[config.mk]
export PLATFORM = sky130hd
export DESIGN_NAME = psram_probe_ctrl
export DESIGN_NICKNAME = d
export VERILOG_FILES = /design/src/rtl/psram_probe_pkg.sv /design/src/rtl/psram_id_decode.sv /design/src/rtl/psram_cmd_handshake.sv /design/src/rtl/psram_probe_seq.sv /design/src/rtl/psram_probe_ctrl.sv
export SDC_FILE = /design/constraint.sdc
export NUM_CORES = 1
export LEC_CHECK = 0
export BUFFER_PORTS_ARGS = -buffer_cell sky130_fd_sc_hd__clkbuf_2
export CAP_MARGIN = 10
export CORE_ASPECT_RATIO = 0.8
export CORE_MARGIN = 2
export CORE_UTILIZATION = 46
export CTS_BUF_LIST = sky130_fd_sc_hd__clkbuf_8
export CTS_CLUSTER_DIAMETER = 50
export DETAILED_ROUTE_END_ITERATION = 7
export PLACE_DENSITY = 0.78
export REMOVE_ABC_BUFFERS = 1
export SLEW_MARGIN = 20
export SYNTH_ARGS = -nofsm -noshare
export SYNTH_HDL_FRONTEND = slang
export SYNTH_SLANG_ARGS = --single-unit
export TNS_END_PERCENT = 1
[constraint.sdc]
create_clock -name clk -period 4.7 [get_ports clk]
set_input_delay 0.235 -clock clk [delete_from_list [all_inputs] [get_ports clk]]
set_output_delay 0.235 -clock clk [all_outputs]
set_load 0.03 [all_outputs]
[src/rtl/psram_probe_pkg.sv]
package psram_probe_pkg;

   // Sequence indices understood by the serial engine (encoding is behaviour)
   typedef enum logic [2:0] {
      SEQ_EXIT_QUAD  = 3'd0,
      SEQ_RST_EN     = 3'd1,
      SEQ_RST        = 3'd2,
      SEQ_READ_ID    = 3'd3,
      SEQ_ENTER_QUAD = 3'd4
   } seq_idx_e;

   typedef enum logic [1:0] {
      PH_LAUNCH = 2'd0,
      PH_WAIT   = 2'd1,
      PH_FIN    = 2'd2
   } phase_e;

   localparam logic [15:0] ID_KEY_PLAIN = 16'h5D0D;
   localparam logic [15:0] ID_KEY_CODED = 16'h5D9D;
   localparam logic [2:0]  CODE_8MB     = 3'b011;
   localparam logic [2:0]  CODE_16MB    = 3'b100;

endpackage

[src/rtl/psram_id_decode.sv]
module psram_id_decode #(
   parameter int DATA_W = 32,
   parameter int SIZE_W = 8
) (
   input  logic [DATA_W-1:0] id_word,
   output logic [SIZE_W-1:0] size_mb
);
   import psram_probe_pkg::*;

   generate
      if (DATA_W < 24) begin : g_bad_data_w
         $error("psram_id_decode: DATA_W must cover the size-code field");
      end
      if (SIZE_W < 5) begin : g_bad_size_w
         $error("psram_id_decode: SIZE_W too narrow for 16 MB");
      end
   endgenerate

   logic [2:0] size_code;
   assign size_code = id_word[23:21];

   always_comb begin
      size_mb = '0;
      if (id_word[15:0] == ID_KEY_PLAIN) begin
         size_mb = SIZE_W'(8);
      end else if (id_word[15:0] == ID_KEY_CODED) begin
         case (size_code)
            CODE_8MB:  size_mb = SIZE_W'(8);
            CODE_16MB: size_mb = SIZE_W'(16);
            default:   size_mb = '0;
         endcase
      end
   end

   // bits outside the decoded fields carry no meaning here
   logic unused_id_bits;
   assign unused_id_bits = ^{id_word[DATA_W-1:24], id_word[20:16]};

endmodule

[src/rtl/psram_cmd_handshake.sv]
module psram_cmd_handshake #(
   parameter int ADDR_W = 32,
   parameter int DATA_W = 32
) (
   input  logic                         clk,
   input  logic                         rst_n,
   input  logic                         launch,
   input  psram_probe_pkg::seq_idx_e    seq_in,
   input  logic [ADDR_W-1:0]            addr_in,
   output logic [2:0]                   cmd_seq,
   output logic [ADDR_W-1:0]            cmd_addr,
   output logic                         cmd_start,
   input  logic                         cmd_done,
   input  logic [DATA_W-1:0]            cmd_rdata,
   output logic                         ack,
   output logic [DATA_W-1:0]            rdata
);
   import psram_probe_pkg::*;

   logic                busy_q;
   logic                start_q;
   logic                ack_q;
   seq_idx_e            seq_q;
   logic [ADDR_W-1:0]   addr_q;
   logic [DATA_W-1:0]   rdata_q;

   always_ff @(posedge clk) begin
      if (!rst_n) begin
         busy_q  <= 1'b0;
         start_q <= 1'b0;
         ack_q   <= 1'b0;
         seq_q   <= SEQ_EXIT_QUAD;
         addr_q  <= '0;
         rdata_q <= '0;
      end else begin
         start_q <= 1'b0;
         ack_q   <= 1'b0;
         if (!busy_q && launch) begin
            busy_q  <= 1'b1;
            start_q <= 1'b1;
            seq_q   <= seq_in;
            addr_q  <= addr_in;
         end else if (busy_q && !start_q && cmd_done) begin
            busy_q  <= 1'b0;
            ack_q   <= 1'b1;
            rdata_q <= cmd_rdata;
         end
      end
   end

   assign cmd_seq   = seq_q;
   assign cmd_addr  = addr_q;
   assign cmd_start = start_q;
   assign ack       = ack_q;
   assign rdata     = rdata_q;

   AST_START_PULSE: assert property (@(posedge clk) disable iff (!rst_n)
      cmd_start |=> !cmd_start);
   AST_LAUNCH_IDLE: assert property (@(posedge clk) disable iff (!rst_n)
      launch |-> !busy_q);
   AST_ACK_AFTER_DONE: assert property (@(posedge clk) disable iff (!rst_n)
      $rose(ack) |-> $past(cmd_done));

endmodule

[src/rtl/psram_probe_seq.sv]
module psram_probe_seq #(
   parameter int ADDR_W   = 32,
   parameter int SIZE_W   = 8,
   parameter int MB_SHIFT = 20,
   parameter int NUM_DEV  = 2,
   localparam int SLOT_W  = (NUM_DEV > 1) ? $clog2(NUM_DEV) : 1,
   localparam int TOT_W   = SIZE_W + SLOT_W
) (
   input  logic                         clk,
   input  logic                         rst_n,
   input  logic                         ack,
   input  logic [SIZE_W-1:0]            found_size,
   output logic                         launch,
   output psram_probe_pkg::seq_idx_e    seq_out,
   output logic [ADDR_W-1:0]            addr_out,
   output logic [NUM_DEV*SIZE_W-1:0]    sizes_flat,
   output logic [TOT_W-1:0]             total_mb,
   output logic                         done
);
   import psram_probe_pkg::*;

   generate
      if (NUM_DEV < 1 || NUM_DEV > 8) begin : g_bad_num_dev
         $error("psram_probe_seq: NUM_DEV out of range");
      end
      if (ADDR_W < TOT_W + MB_SHIFT) begin : g_bad_addr_w
         $error("psram_probe_seq: ADDR_W cannot hold the total capacity");
      end
   endgenerate

   phase_e              phase_q;
   seq_idx_e            step_q;
   logic [SLOT_W-1:0]   slot_q;
   logic [ADDR_W-1:0]   base_q;
   logic [SIZE_W-1:0]   size_q [NUM_DEV];
   logic                last_slot;

   assign last_slot = (32'(slot_q) == NUM_DEV - 1);

   always_ff @(posedge clk) begin
      if (!rst_n) begin
         phase_q <= PH_LAUNCH;
         step_q  <= SEQ_EXIT_QUAD;
         slot_q  <= '0;
         base_q  <= '0;
         for (int i = 0; i < NUM_DEV; i++) size_q[i] <= '0;
      end else begin
         case (phase_q)
            PH_LAUNCH: phase_q <= PH_WAIT;
            PH_WAIT: if (ack) begin
               phase_q <= PH_LAUNCH;
               case (step_q)
                  SEQ_EXIT_QUAD: step_q <= SEQ_RST_EN;
                  SEQ_RST_EN:    step_q <= SEQ_RST;
                  SEQ_RST:       step_q <= SEQ_READ_ID;
                  SEQ_READ_ID: begin
                     size_q[slot_q] <= found_size;
                     if (found_size == '0) phase_q <= PH_FIN;
                     else                  step_q  <= SEQ_ENTER_QUAD;
                  end
                  SEQ_ENTER_QUAD: begin
                     if (last_slot) begin
                        phase_q <= PH_FIN;
                     end else begin
                        slot_q <= slot_q + SLOT_W'(1);
                        base_q <= base_q + (ADDR_W'(size_q[slot_q]) << MB_SHIFT);
                        step_q <= SEQ_EXIT_QUAD;
                     end
                  end
                  default: phase_q <= PH_FIN;
               endcase
            end
            default: phase_q <= PH_FIN;
         endcase
      end
   end

   assign launch   = (phase_q == PH_LAUNCH);
   assign seq_out  = step_q;
   assign addr_out = base_q;
   assign done     = (phase_q == PH_FIN);

   genvar g;
   generate
      for (g = 0; g < NUM_DEV; g++) begin : g_size_out
         assign sizes_flat[g*SIZE_W +: SIZE_W] = size_q[g];
      end
   endgenerate

   always_comb begin
      total_mb = '0;
      for (int i = 0; i < NUM_DEV; i++) total_mb = total_mb + TOT_W'(size_q[i]);
   end

   AST_DONE_STICKY: assert property (@(posedge clk) disable iff (!rst_n)
      done |=> done);
   AST_SIZE_LEGAL: assert property (@(posedge clk) disable iff (!rst_n)
      ack && step_q == SEQ_READ_ID |=> (size_q[$past(slot_q)] == '0 ||
         size_q[$past(slot_q)] == SIZE_W'(8) || size_q[$past(slot_q)] == SIZE_W'(16)));
   AST_SLOT_NEEDS_PRIOR: assert property (@(posedge clk) disable iff (!rst_n)
      slot_q != '0 |-> size_q[slot_q - SLOT_W'(1)] != '0);
   AST_EMPTY_ENDS: assert property (@(posedge clk) disable iff (!rst_n)
      ack && step_q == SEQ_READ_ID && found_size == '0 |=> done);

endmodule

[src/rtl/psram_probe_ctrl.sv]
module psram_probe_ctrl #(
   parameter int ADDR_W   = 32,
   parameter int DATA_W   = 32,
   parameter int SIZE_W   = 8,
   parameter int MB_SHIFT = 20,
   parameter int NUM_DEV  = 2
) (
   input  logic                       clk,
   input  logic                       rst_n,
   output logic [2:0]                 cmd_seq,
   output logic [ADDR_W-1:0]          cmd_addr,
   output logic                       cmd_start,
   input  logic                       cmd_done,
   input  logic [DATA_W-1:0]          cmd_rdata,
   output logic [NUM_DEV*SIZE_W-1:0]  dev_sizes,
   output logic [ADDR_W-1:0]          total_bytes,
   output logic                       probe_done
);
   import psram_probe_pkg::*;

   localparam int SLOT_W = (NUM_DEV > 1) ? $clog2(NUM_DEV) : 1;
   localparam int TOT_W  = SIZE_W + SLOT_W;

   logic                launch;
   seq_idx_e            seq_next;
   logic [ADDR_W-1:0]   addr_next;
   logic                ack;
   logic [DATA_W-1:0]   id_word;
   logic [SIZE_W-1:0]   found_size;
   logic [TOT_W-1:0]    total_mb;

   psram_cmd_handshake #(.ADDR_W(ADDR_W), .DATA_W(DATA_W)) i_handshake (
      .clk       (clk),
      .rst_n     (rst_n),
      .launch    (launch),
      .seq_in    (seq_next),
      .addr_in   (addr_next),
      .cmd_seq   (cmd_seq),
      .cmd_addr  (cmd_addr),
      .cmd_start (cmd_start),
      .cmd_done  (cmd_done),
      .cmd_rdata (cmd_rdata),
      .ack       (ack),
      .rdata     (id_word)
   );

   psram_id_decode #(.DATA_W(DATA_W), .SIZE_W(SIZE_W)) i_decode (
      .id_word (id_word),
      .size_mb (found_size)
   );

   psram_probe_seq #(
      .ADDR_W(ADDR_W), .SIZE_W(SIZE_W), .MB_SHIFT(MB_SHIFT), .NUM_DEV(NUM_DEV)
   ) i_seq (
      .clk        (clk),
      .rst_n      (rst_n),
      .ack        (ack),
      .found_size (found_size),
      .launch     (launch),
      .seq_out    (seq_next),
      .addr_out   (addr_next),
      .sizes_flat (dev_sizes),
      .total_mb   (total_mb),
      .done       (probe_done)
   );

   assign total_bytes = ADDR_W'(total_mb) << MB_SHIFT;

   AST_QUIET_WHEN_DONE: assert property (@(posedge clk) disable iff (!rst_n)
      probe_done |-> !cmd_start);
   AST_FAR_ADDR_NEEDS_FIRST: assert property (@(posedge clk) disable iff (!rst_n)
      cmd_start && cmd_addr != '0 |-> dev_sizes[SIZE_W-1:0] != '0);
   AST_ENTER_ONLY_FOUND: assert property (@(posedge clk) disable iff (!rst_n)
      cmd_start && cmd_seq == 3'(SEQ_ENTER_QUAD) |-> total_bytes != '0);

endmodule

; ---- Word-level counts from Yosys, hierarchy flattened
; Memory sizes are Yosys's and may differ from the RTL's. A register that Yosys moved wholly into a read port is not among the register bits.
; Cells that the tools add are included.
[word_totals]
regBits = 100
ram_bits = 16
inputBits = 35
out_inout_bits = 85
elab_cells = 74
mem_count = 1
[classes]
add_sub_neg = 3
eq_ne = 13
mux = 27
bitwise = 3
n_reduce_logical = 17
[memory_table]
columns = memory, depth, word_bits, rd, rd_ports_with_merged_regs, write_ports, line
row1 = i_seq.size_q, 2, 8, 3, 1, 2, psram_probe_seq.sv:35  ; logic [SIZE_W-1:0] size_q [NUM_DEV];
[op_table]
columns = cell, n
row1 = $add 32x28->32, 1
row2 = $eq 16x15->1 const B, 2
row3 = $mux 8, 3
row4 = $mux 1, 15
row5 = $pmux 3 s5, 1
row6 = $pmux 5 s2, 1
row7 = $add 8x8->9, 1
row8 = $eq 3x2->1 const B, 3
row9 = $logic_not 8->1, 1
row10 = $reduce_or 8->1, 1
row11 = $eq 3x3->1 const B, 2
row12 = $mux 2, 3
row13 = $mux 3, 2
row14 = $ne 2x2->1 const B, 3
row15 = $pmux 2 s3, 1
row16 = $reduce_and 5->1, 1
row17 = $reduce_bool 5->1, 1
row18 = $pmux 2 s2, 1
row19 = $reduce_and 4->1, 1
row20 = $eq 3x1->1 const B, 1
row21 = $logic_and 1x1->1, 3
row22 = $logic_not 3->1, 1
row23 = $not 1->1, 3
row24 = $reduce_and 3->1, 1
row25 = other kinds (9), 10

; ---- Logic depth before layout (Yosys ltp)
; Gate-level depths: netlist (run 1).
[depth]
ltp_word = 9
mapped_depth = 6
depth_no_buf = 6

; ---- By module
; Synthesis (run 1) repeated with hierarchy kept, for this count alone.
[hier_totals]
hier_cells = 604
area_unflattened_um2 = 5295.1
[by_module_without_submodules]
columns = module, n_inst, cells_each, area_each_um2, seq_area_each_um2
row1 = psram_cmd_handshake, 1, 305, 2502.4, 1401.3
row2 = psram_probe_seq, 1, 256, 2478.6, 860.8
row3 = psram_probe_ctrl, 1, 24, 176.4, 0.0
row4 = psram_id_decode, 1, 19, 137.6, 0.0

; ---- Worst setup path after synthesis (run 1)
; Ideal clock, no wire load.
[synth_timing]
path_type = register to register
startpoint = memory i_seq.size_q[0][4]
endpoint = register i_seq.base_q[28] (netlist: i_seq.addr_out[28])
setup_time_ns = 0.070
t_arrival_ns = 1.908
required_ns = 4.630
path_slack_ns = 2.722
stages_incl_launch_ff = 7
n_path_buf = 0
synth_period_minus_slack_ns = 1.978
cell_sequence = edfxtp_1 > mux2_2 > ha_1 > a21oi_1 > nand4b_1 > or3_1 > a21oi_1
[synth_rtl]
columns = element, line
row1 = from (decl), psram_probe_seq.sv:35
row2 = to (signal assigned), psram_probe_seq.sv:66  ; base_q <= base_q + (ADDR_W'(size_q[slot_q]) << MB_SHIFT);
row3 = to (decl), psram_probe_seq.sv:34  ; logic [ADDR_W-1:0] base_q;

==> impl_metrics.json, run 1 <==
{
  "outcome": "completed",
  "rsz0062_at_grt": "false",
  "vdd.ir_drop.worst_mv": 0.147,
  "core_sq_um": 5560,
  "grt_first_pass_wirelength_um": 7430,
  "setup-violations-final": 0,
  "ctsHtreeMaxLevel": 2,
  "synth-main-ff-cell": "sky130_fd_sc_hd__dfxtp_1",
  "die_x_um": 89.6,
  "post_synth_edffs": 4,
  "synth_sequential_area_ratio_pct": 41.6,
  "number_of_max_capacitance_violations_reported": 0,
  "route.detailed.wl_per_inst_um": 11.2,
  "clock_tree.root_cell": "sky130_fd_sc_hd__clkbuf_8",
  "first_pass_iters": 4,
  "timing.clock.skew_ns": 0.00638,
  "synthToLayoutAreaGrowth_pct": 6.36,
  "period_minus_slack_ns": 2.00,
  "final_cell_mix": "sky130_fd_sc_hd__conb_1 (64), sky130_fd_sc_hd__dfxtp_1 (50), sky130_fd_sc_hd__nand2_1 (42), sky130_fd_sc_hd__clkbuf_2 (42), sky130_fd_sc_hd__a21oi_1 (31)",
  "drc": 0,
  "cts.clk_slew.worst_paths_ns": 0.10,
  "drt_iter0_drc": 94,
  "drive_above_1_share_pct": 17.3,
  "layout_commonest_cell": "sky130_fd_sc_hd__conb_1",
  "num_vias": 1958,
  "fin_tns_setup_ns": 0,
  "final_net_count": 381,
  "cp_slowest_cell": "sky130_fd_sc_hd__edfxtp_1",
  "cts_sink_cnt": 54,
  "critPathRequiredTime_ns": 4.94,
  "finalHoldViolCount": 0,
  "hold_buffers": 0,
  "critical_path_arrival_ns": 2.23,
  "yosys_reg_bits": 54,
  "dp.final_hpwl_um": 3570,
  "cts_tree": "yes",
  "timing.slew.headroom_pct": 46.4,
  "die_span_in_y_um": 72.4,
  "crit_fanout": 6,
  "synthesis.instances": 304,
  "finalWeightedCongestion": 0.779,
  "cp_top_family": "simple AND/OR/NAND/NOR gates",
  "grt_max_degree": 34,
  "timing_worst_slew_pin_value_ns": 0.801,
  "first_global_vias": 1730,
  "die_area_sq_um": 6490,
  "synth-warning-count": 0,
  "postCtsSetupBuffers": 0,
  "place_inst": 412,
  "layout_worst_path_cycle_share_pct": 42.5,
  "cp-end-kind": "register",
  "ctsResizeCount": 0,
  "netlist-cell-type-count": 47,
  "postSynthAreaPerCell_sq_um": 8.86,
  "crit_top_cell": "sky130_fd_sc_hd__a21oi_1",
  "finalMaxSlewViolations": 0,
  "synth.cell_area_sq_um": 2690,
  "boundaryPins": 120,
  "fin_total_pwr_w": 0.000992,
  "max_freq_mhz": 501,
  "placementRows": 24,
  "number_of_cts_inserted_buffers": 5,
  "grt_use_total_pct": 14.4,
  "path_class": "register to register",
  "power_density_nw_per_um2": 346,
  "synth-async-reset-ratio_pct": 0,
  "port_buffers": 42,
  "worstPathCellList": "mux2_2 -> ha_1 -> a21oi_1 -> nand4b_1 -> or3_1 -> a21oi_1",
  "critPathLaunchType": "register",
  "clk_latency_ns": 0.30,
  "num_antenna_cells": 0,
  "ant_nets": 0,
  "avgViaCountPerCell": 4.66,
  "final_core_util_pct": 51.6,
  "layoutNonFillerInstCount": 420,
  "routed_wirelength_um": 4710,
  "number_of_antenna_violations_at_the_first_check_in_global_routing": 0,
  "ctsLongestPathBuffers": 2,
  "max_stage_delay_ns": 0.46,
  "gr-total-overflow": 0,
  "hold_path.class": "input port to register",
  "static_leakage_power_nw": 1.21,
  "worstPathBufferInverterCount": 0,
  "initial_utilization_pct": 48.5
}
==> per-stage QoR <==
step,hold WS (ns),cell area (sq um),setup slack [ns]
floorplan,0.353,2400,2.71
global placement,0.439,2720,2.76
detailed placement,0.447,2720,2.71
CTS,0.133,2870,2.69
global route,0.139,2870,2.57
finish,0.142,2870,2.70
==> final cells by class <==
class,instances,area [sq um]
well taps,78,97.6
inverters,4,15.0
fillers,543,2690
repair buffers,44,225
clock buffers,6,82.6
multi-input cells,232,1260
clock inverters,2,60.1
flip-flops and latches,54,1120
==> final timing paths <==
check / from / endpoint / slack (ns) / cells past startpoint
min: cmd_rdata[11] / i_handshake.rdata[11] / 0.14 / 3
min reg2reg: i_handshake.rdata[8] / i_handshake.rdata[8] / 0.46 / 2
max reg2reg: i_seq.size_q[0][4] / i_seq.addr_out[28] / 2.70 / 6
max: i_seq.size_q[0][4] / i_seq.addr_out[28] / 2.70 / 6
==> where the power goes <==
group          leakage (nW)  internal (W)  switching (W)
combinational         0.698     0.0000233       0.000110
clock                0.0714      0.000227       0.000146
sequential            0.444      0.000475      0.0000102
total                  1.21      0.000725       0.000267
==> layer usage <==
layer	vias up	track usage (%)	share of wire, %	wire length [um]
li1	1002	-	-	-
met1	894	18.9	46	2160
met2	62	23.7	48	2260
met3	0	3.75	6.3	295
met4	0	3.32	0	0
met5	-	0	0	0
==> state kept, by name, summed over array words and instances (netlist names), named ones only <==
signal and count:
i_handshake.ack 1, i_handshake.cmd_seq 3, i_seq.size_q 4, i_handshake.rdata 19
i_seq.phase_q 2, i_handshake.cmd_start 1, i_handshake.busy_q 1, i_seq.addr_out 9
i_seq.seq_out 3, i_seq.last_slot 1, i_handshake.cmd_addr 9
==> cells in the mapped netlist (2+ instances only) <==
cell / number / area share [%]
sky130_fd_sc_hd__nand3b_1: 2 / 0.56
sky130_fd_sc_hd__a21oi_1: 31 / 5.8
sky130_fd_sc_hd__mux2_2: 2 / 0.84
sky130_fd_sc_hd__dfxtp_1: 50 / 37
sky130_fd_sc_hd__clkbuf_1: 12 / 1.7
sky130_fd_sc_hd__nand2_1: 42 / 5.9
sky130_fd_sc_hd__ha_1: 3 / 1.4
sky130_fd_sc_hd__o211ai_1: 2 / 0.56
sky130_fd_sc_hd__and3b_1: 3 / 0.98
sky130_fd_sc_hd__or3_1: 5 / 1.2
sky130_fd_sc_hd__and2_1: 2 / 0.46
sky130_fd_sc_hd__nor2_1: 7 / 0.98
sky130_fd_sc_hd__nor4_1: 2 / 0.46
sky130_fd_sc_hd__a22o_1: 12 / 3.9
sky130_fd_sc_hd__nand4_1: 3 / 0.70
sky130_fd_sc_hd__a211oi_1: 3 / 0.84
sky130_fd_sc_hd__o21ai_0: 8 / 1.5
sky130_fd_sc_hd__and4b_1: 2 / 0.74
sky130_fd_sc_hd__fa_1: 2 / 1.5
sky130_fd_sc_hd__mux2i_1: 2 / 0.74
sky130_fd_sc_hd__nor2b_1: 2 / 0.46
sky130_fd_sc_hd__nor4bb_1: 2 / 0.74
sky130_fd_sc_hd__nand2b_1: 2 / 0.46
sky130_fd_sc_hd__nand3_1: 8 / 1.5
sky130_fd_sc_hd__buf_4: 64 / 18
sky130_fd_sc_hd__inv_1: 3 / 0.42
sky130_fd_sc_hd__edfxtp_1: 4 / 4.5
sky130_fd_sc_hd__nor3_1: 5 / 0.93
==> logic make-up after synthesis <==
kind of cell    count (synthesis)  synth area share (%)
compound gates                 62                  14.3
xor+xnor                        1                 0.325
fa+ha+maj                       5                  2.88
buf+inv                        81                  20.3
flops                          54                  41.6
mux                             4                  1.58
other cells                     1                 0.139
simple gates                   96                  19.0
==> worst register-to-register path: cells and delay by family, from the launching register on <==
kind                       cells  cell delay (ns)
muxes                          1             0.32
DFF                            1             0.46
adders and majority gates      1             0.28
and+or+nand+nor                2             0.70
AOI/OAI and AO/OA              2             0.19
No activity file was read; power rests on OpenSTA's default activity.
==> run 2, diff against run 1 <==
--- a/config.mk
+++ b/config.mk
@@ -9,7 +9,7 @@
 export CAP_MARGIN = 10
 export CORE_ASPECT_RATIO = 0.8
 export CORE_MARGIN = 2
-export CORE_UTILIZATION = 46
+export CORE_UTILIZATION = 44
 export CTS_BUF_LIST = sky130_fd_sc_hd__clkbuf_8
 export CTS_CLUSTER_DIAMETER = 50
 export DETAILED_ROUTE_END_ITERATION = 7
==> constraint.sdc (replaced) <==
create_clock -name clk -period 1.7 [get_ports clk]
set_input_delay 0.085 -clock clk [delete_from_list [all_inputs] [get_ports clk]]
set_output_delay 0.085 -clock clk [all_outputs]
set_load 0.03 [all_outputs]
==> run 2 against run 1 <==
Net effect: the flow now finishes with violations (setup timing); die area is 4.3% higher; maximum frequency is 8.6% higher; sequential cell count stayed put; global-route usage is 1.7 points higher; utilization is 2.6 points higher; non-clock buffer count is 32 higher; hold slack worse by 0.13 ns.
==> impl_metrics.json, run 2 (synthesized netlist as in run 1, its figures left out) <==
{
  "outcome": "finished with violations",
  "violations_in_the_final_reports": "setup timing",
  "finalMaxSlewViolations": 0,
  "grt_first_pass_wirelength_um": 8610,
  "drive_above_1_share_pct": 21.4,
  "max_freq_mhz": 544,
  "critical_path_arrival_ns": 2.09,
  "synthToLayoutAreaGrowth_pct": 18.8,
  "postLayoutSetupSlackWorst_ns": -0.139,
  "period_minus_slack_ns": 1.84,
  "core_sq_um": 5910,
  "clock_tree.root_cell": "sky130_fd_sc_hd__clkbuf_8",
  "gr-total-overflow": 0,
  "fin_tns_setup_ns": -0.457,
  "critPathLaunchType": "register",
  "die_x_um": 91.5,
  "worstPathBufferInverterCount": 0,
  "initial_utilization_pct": 45.6,
  "die_area_sq_um": 6770,
  "dpl_worst_slack_ns": -0.205,
  "final_net_count": 413,
  "timing.clock.skew_ns": 0.0111,
  "ctsHtreeMaxLevel": 2,
  "drt_iter0_drc": 86,
  "timing.slew.headroom_pct": 49.1,
  "number_of_cts_inserted_buffers": 5,
  "first_pass_iters": 4,
  "layout_commonest_cell": "sky130_fd_sc_hd__conb_1",
  "placementRows": 25,
  "cts_sink_cnt": 54,
  "power_density_nw_per_um2": 787,
  "finalWeightedCongestion": 0.805,
  "die_span_in_y_um": 74.0,
  "boundaryPins": 120,
  "cts.clk_slew.worst_paths_ns": 0.10,
  "worst_hold_slack_ns": 0.0119,
  "timing_worst_slew_pin_value_ns": 0.761,
  "cts_tree": "yes",
  "first_global_vias": 1916,
  "max_stage_delay_ns": 0.42,
  "setup-violations-final": 5,
  "finalHoldViolCount": 0,
  "grt_max_degree": 34,
  "route.detailed.wl_per_inst_um": 11.8,
  "avgViaCountPerCell": 4.59,
  "hold_path.class": "input port to register",
  "ant_nets": 0,
  "critPathRequiredTime_ns": 1.95,
  "number_of_flip_flops_under_the_largest_register_name": 19,
  "cp_top_family": "simple AND/OR/NAND/NOR gates",
  "drc": 0,
  "worstPathCellList": "mux2_4 -> ha_4 -> a21oi_2 -> nand4b_1 -> or3_1 -> a21oi_1",
  "cp_slowest_cell": "sky130_fd_sc_hd__edfxtp_1",
  "number_of_max_capacitance_violations_reported": 0,
  "num_vias": 2089,
  "cp-end-kind": "register",
  "path_class": "register to register",
  "num_antenna_cells": 0,
  "dp.final_hpwl_um": 3670,
  "final_cell_mix": "sky130_fd_sc_hd__conb_1 (64), sky130_fd_sc_hd__dfxtp_1 (49), sky130_fd_sc_hd__nand2_1 (42), sky130_fd_sc_hd__clkbuf_2 (40), sky130_fd_sc_hd__a21oi_1 (30)",
  "crit_fanout": 6,
  "routed_wirelength_um": 5350,
  "ctsLongestPathBuffers": 2,
  "rsz0062_at_grt": "true",
  "vdd.ir_drop.worst_mv": 0.381,
  "clk_latency_ns": 0.32,
  "static_leakage_power_nw": 1.36,
  "grt_use_total_pct": 16.1,
  "port_buffers": 42,
  "number_of_antenna_violations_at_the_first_check_in_global_routing": 0,
  "layout_worst_path_cycle_share_pct": 108
}
-- run 2: cell count changes in the layout (fill, tap and decap cells not counted), moves of 3 or more --
cell,delta
sky130_fd_sc_hd__ha_4,+3
sky130_fd_sc_hd__ha_1,-3
sky130_fd_sc_hd__buf_4,+11
sky130_fd_sc_hd__buf_6,+3
sky130_fd_sc_hd__dlygate4sd3_1,+18
sky130_fd_sc_hd__clkinv_4,+3
-- run 2: metrics by stage --
stage | cell area [sq um] | power [W] | std cells | util (%)
2_1_floorplan | 2400 | 0.00167 | 290 | -
3_3_place_gp | 2810 | 0.00174 | 426 | 47.5
3_5_place_dp | 2810 | 0.00175 | 426 | 47.5
4_1_cts | 3170 | 0.00254 | 455 | 53.7
5_1_grt | 3200 | 0.00265 | 455 | 54.1
6_report | 3200 | 0.00252 | 455 | 54.1
-- run 2: worst register-to-register path, cell delays in order, from the launching register on --
cell	delay [ns]
sky130_fd_sc_hd__edfxtp_1	0.42
sky130_fd_sc_hd__mux2_4	0.30
sky130_fd_sc_hd__ha_4	0.27
sky130_fd_sc_hd__a21oi_2	0.04
sky130_fd_sc_hd__nand4b_1	0.25
sky130_fd_sc_hd__or3_1	0.37
sky130_fd_sc_hd__a21oi_1	0.13
-- run 2: where the power goes --
part | internal (W) | switching, W | total (W) | leakage (nW)
combinational | 0.000118 | 0.000320 | 0.000438 | 0.871
sequential | 0.00131 | 0.0000267 | 0.00134 | 0.445
clock | 0.000298 | 0.000442 | 0.000740 | 0.0483
-- run 2: what timing repair did --
action	4_1_cts	5_1_grt
hold endpoints to repair	18	0
resized for setup	13	6
setup endpoints to repair	9	12
buffers inserted	3	0
pin swaps	6	2
hold buffers	18	0
-- run 2: layer usage --
metal,GRT usage [%],vias up,wire length [um]
li1,-,1062,-
met2,28.1,63,2710
met5,0,-,0
met4,6.57,0,68
met1,19.6,957,2280
met3,3.85,7,297
-- run 2: final cells by class --
| class | instances | area [sq um] |
|---|---|---|
| multi-input combinational | 232 | 1330 |
| tap | 81 | 101 |
| clock inverter | 3 | 26.3 |
| sequential | 54 | 1120 |
| clock buffer | 5 | 68.8 |
| timing repair buffer | 76 | 539 |
| fill | 529 | 2710 |
| inverter | 4 | 15.0 |
-- run 2: path summary, 6_finish.rpt --
kind	from	endpoint	slack (ns)	cells after the start
worst min register to register	i_handshake.rdata[8]	i_handshake.rdata[8]	0.45	2
worst min-delay path	cmd_rdata[7]	i_handshake.rdata[7]	0.01	3
worst max register to register	i_seq.size_q[1][4]	i_seq.addr_out[30]	-0.14	6
worst max-delay path	i_seq.size_q[1][4]	i_seq.addr_out[30]	-0.14	6
==> run 3, diff against run 2 <==
--- a/config.mk
+++ b/config.mk
@@ -7,7 +7,7 @@
 export LEC_CHECK = 0
 export BUFFER_PORTS_ARGS = -buffer_cell sky130_fd_sc_hd__clkbuf_2
 export CAP_MARGIN = 10
-export CORE_ASPECT_RATIO = 0.8
+export CORE_ASPECT_RATIO = 1.25
 export CORE_MARGIN = 2
 export CORE_UTILIZATION = 44
 export CTS_BUF_LIST = sky130_fd_sc_hd__clkbuf_8
==> run 3 against run 2 <==
Net effect: the run still ends with setup timing left; largest power group unchanged; wire length fell by 8.4%; cell area down 2.7%; sequential share of layout area increased by 0.96 points; critical endpoint is now i_seq.addr_out[26]; highest routed layer unchanged; cell count shrank 0.66%; critical path depth unchanged; die area stayed put; clock power up 17%.
==> impl_metrics.json, run 3 (synthesized netlist as in run 1, its figures left out) <==
{
  "crit_top_cell": "sky130_fd_sc_hd__a21oi_1",
  "power_density_nw_per_um2": 842,
  "ctsLongestPathBuffers": 2,
  "layout_worst_path_cycle_share_pct": 111,
  "final_net_count": 410,
  "violations_in_the_final_reports": "setup timing",
  "critPathRequiredTime_ns": 1.94,
  "worstPathCellList": "mux2_2 -> ha_1 -> a21oi_1 -> nand4b_1 -> or3_1 -> a21oi_1",
  "core_sq_um": 5860,
  "fin_tns_setup_ns": -0.729,
  "clock_tree.root_cell": "sky130_fd_sc_hd__clkbuf_8",
  "clk_latency_ns": 0.31,
  "dp.final_hpwl_um": 3660,
  "grt_use_total_pct": 14.9,
  "drt_iter0_drc": 75,
  "postCtsSetupBuffers": 0,
  "port_buffers": 42,
  "avgViaCountPerCell": 4.56,
  "number_of_cts_inserted_buffers": 5,
  "critPathLaunchType": "register",
  "initial_utilization_pct": 46.0,
  "synthToLayoutAreaGrowth_pct": 15.7,
  "final_design_area_no_fill_sq_um": 3120,
  "finalHoldViolCount": 0,
  "route.detailed.wl_per_inst_um": 10.8,
  "fillers": 544,
  "postLayoutSetupSlackWorst_ns": -0.190,
  "cp-end-kind": "register",
  "ctsHtreeMaxLevel": 2,
  "number_of_max_capacitance_violations_reported": 0,
  "first_pass_iters": 4,
  "die_x_um": 74.0,
  "gr-total-overflow": 0,
  "final_core_util_pct": 53.2,
  "num_vias": 2063,
  "worstPathBufferInverterCount": 0,
  "grt_max_degree": 25,
  "final_cell_mix": "sky130_fd_sc_hd__conb_1 (64), sky130_fd_sc_hd__dfxtp_1 (49), sky130_fd_sc_hd__nand2_1 (42), sky130_fd_sc_hd__clkbuf_2 (40), sky130_fd_sc_hd__a21oi_1 (31)",
  "period_minus_slack_ns": 1.89,
  "hold_path.class": "input port to register",
  "boundaryPins": 120,
  "ant_nets": 0,
  "outcome": "finished with violations",
  "number_of_antenna_violations_at_the_first_check_in_global_routing": 0,
  "setup-violations-final": 8,
  "die_area_sq_um": 6770,
  "drc": 0,
  "max_stage_delay_ns": 0.42,
  "drive_above_1_share_pct": 19.7,
  "number_of_flip_flops_under_the_largest_register_name": 19,
  "cp_slowest_cell": "sky130_fd_sc_hd__edfxtp_1",
  "cts_tree": "yes",
  "routed_wirelength_um": 4900,
  "grt_first_pass_wirelength_um": 8030,
  "cts.clk_slew.worst_paths_ns": 0.09,
  "die_span_in_y_um": 91.5,
  "cts_sink_cnt": 54,
  "placementRows": 31,
  "vdd.ir_drop.worst_mv": 0.508,
  "critical_path_arrival_ns": 2.13,
  "rsz0062_at_grt": "true",
  "placement.cell_area_sq_um": 2820,
  "finalWeightedCongestion": 0.807,
  "max_freq_mhz": 529,
  "finalMaxSlewViolations": 0,
  "num_antenna_cells": 0,
  "path_class": "register to register",
  "cp_top_family": "simple AND/OR/NAND/NOR gates",
  "crit_fanout": 6,
  "first_global_vias": 1846,
  "layout_commonest_cell": "sky130_fd_sc_hd__conb_1",
  "static_leakage_power_nw": 1.33,
  "timing.clock.skew_ns": 0.00786
}
## run 3: cell type report
| type | count | area, sq um | share of cell area, % |
|---|---|---|---|
| multi-input cells | 232 | 1270 | 40.7 |
| flip-flops and latches | 54 | 1120 | 36.0 |
| repair buffers | 73 | 494 | 15.9 |
| well taps | 82 | 103 | 3.29 |
| clock buffers | 6 | 82.6 | 2.65 |
| clock inverters | 1 | 30.0 | 0.964 |
| inverters | 4 | 15.0 | 0.482 |
## run 3: timing repair
action / 4_1_cts / 5_1_grt
hold buffers: 17 / 0
gates resized for setup: 3 / 3
pin swaps: 2 / 0
endpoints found under the hold margin: 17 / 0
endpoints found under the setup margin: 8 / 10
## run 3: worst paths after layout
path,cells after the start,end,slack [ns],startpoint
worst min-delay path,3,i_handshake.rdata[4],0.01,cmd_rdata[4]
worst max register to register,6,i_seq.addr_out[26],-0.19,i_seq.size_q[1][4]
worst min register to register,2,i_handshake.rdata[8],0.46,i_handshake.rdata[8]
worst max-delay path,6,i_seq.addr_out[26],-0.19,i_seq.size_q[1][4]
## run 3: tightest hold or removal path: stages
cell	delay, ns
sky130_fd_sc_hd__clkbuf_2	0.08
sky130_fd_sc_hd__nand2_1	0.05
sky130_fd_sc_hd__a21oi_1	0.05
## run 3: layer usage
layer,GRT usage [%],vias up,wire (um)
met5,0,-,0
met1,17.3,944,1960
met4,4.55,0,68
li1,-,1056,-
met3,3.88,6,235
met2,26.0,57,2640
## run 3: power breakdown
part | total, W | internal, W | switching [W]
clock network | 0.000864 | 0.000471 | 0.000393
registers | 0.00134 | 0.00131 | 0.0000244
logic | 0.000422 | 0.000109 | 0.000313
## run 3: per-stage QoR
stage                     hold WS (ns)  std cells  total power, W  setup WS (ns)
final                           0.0105        452         0.00262         -0.190
after global routing            0.0310        452         0.00275         -0.305
after CTS                      0.00679        452         0.00265         -0.195
after detailed placement         0.313        428         0.00175         -0.214
after global placement           0.309        428         0.00174         -0.109
after floorplan                  0.203        290         0.00167         -0.294
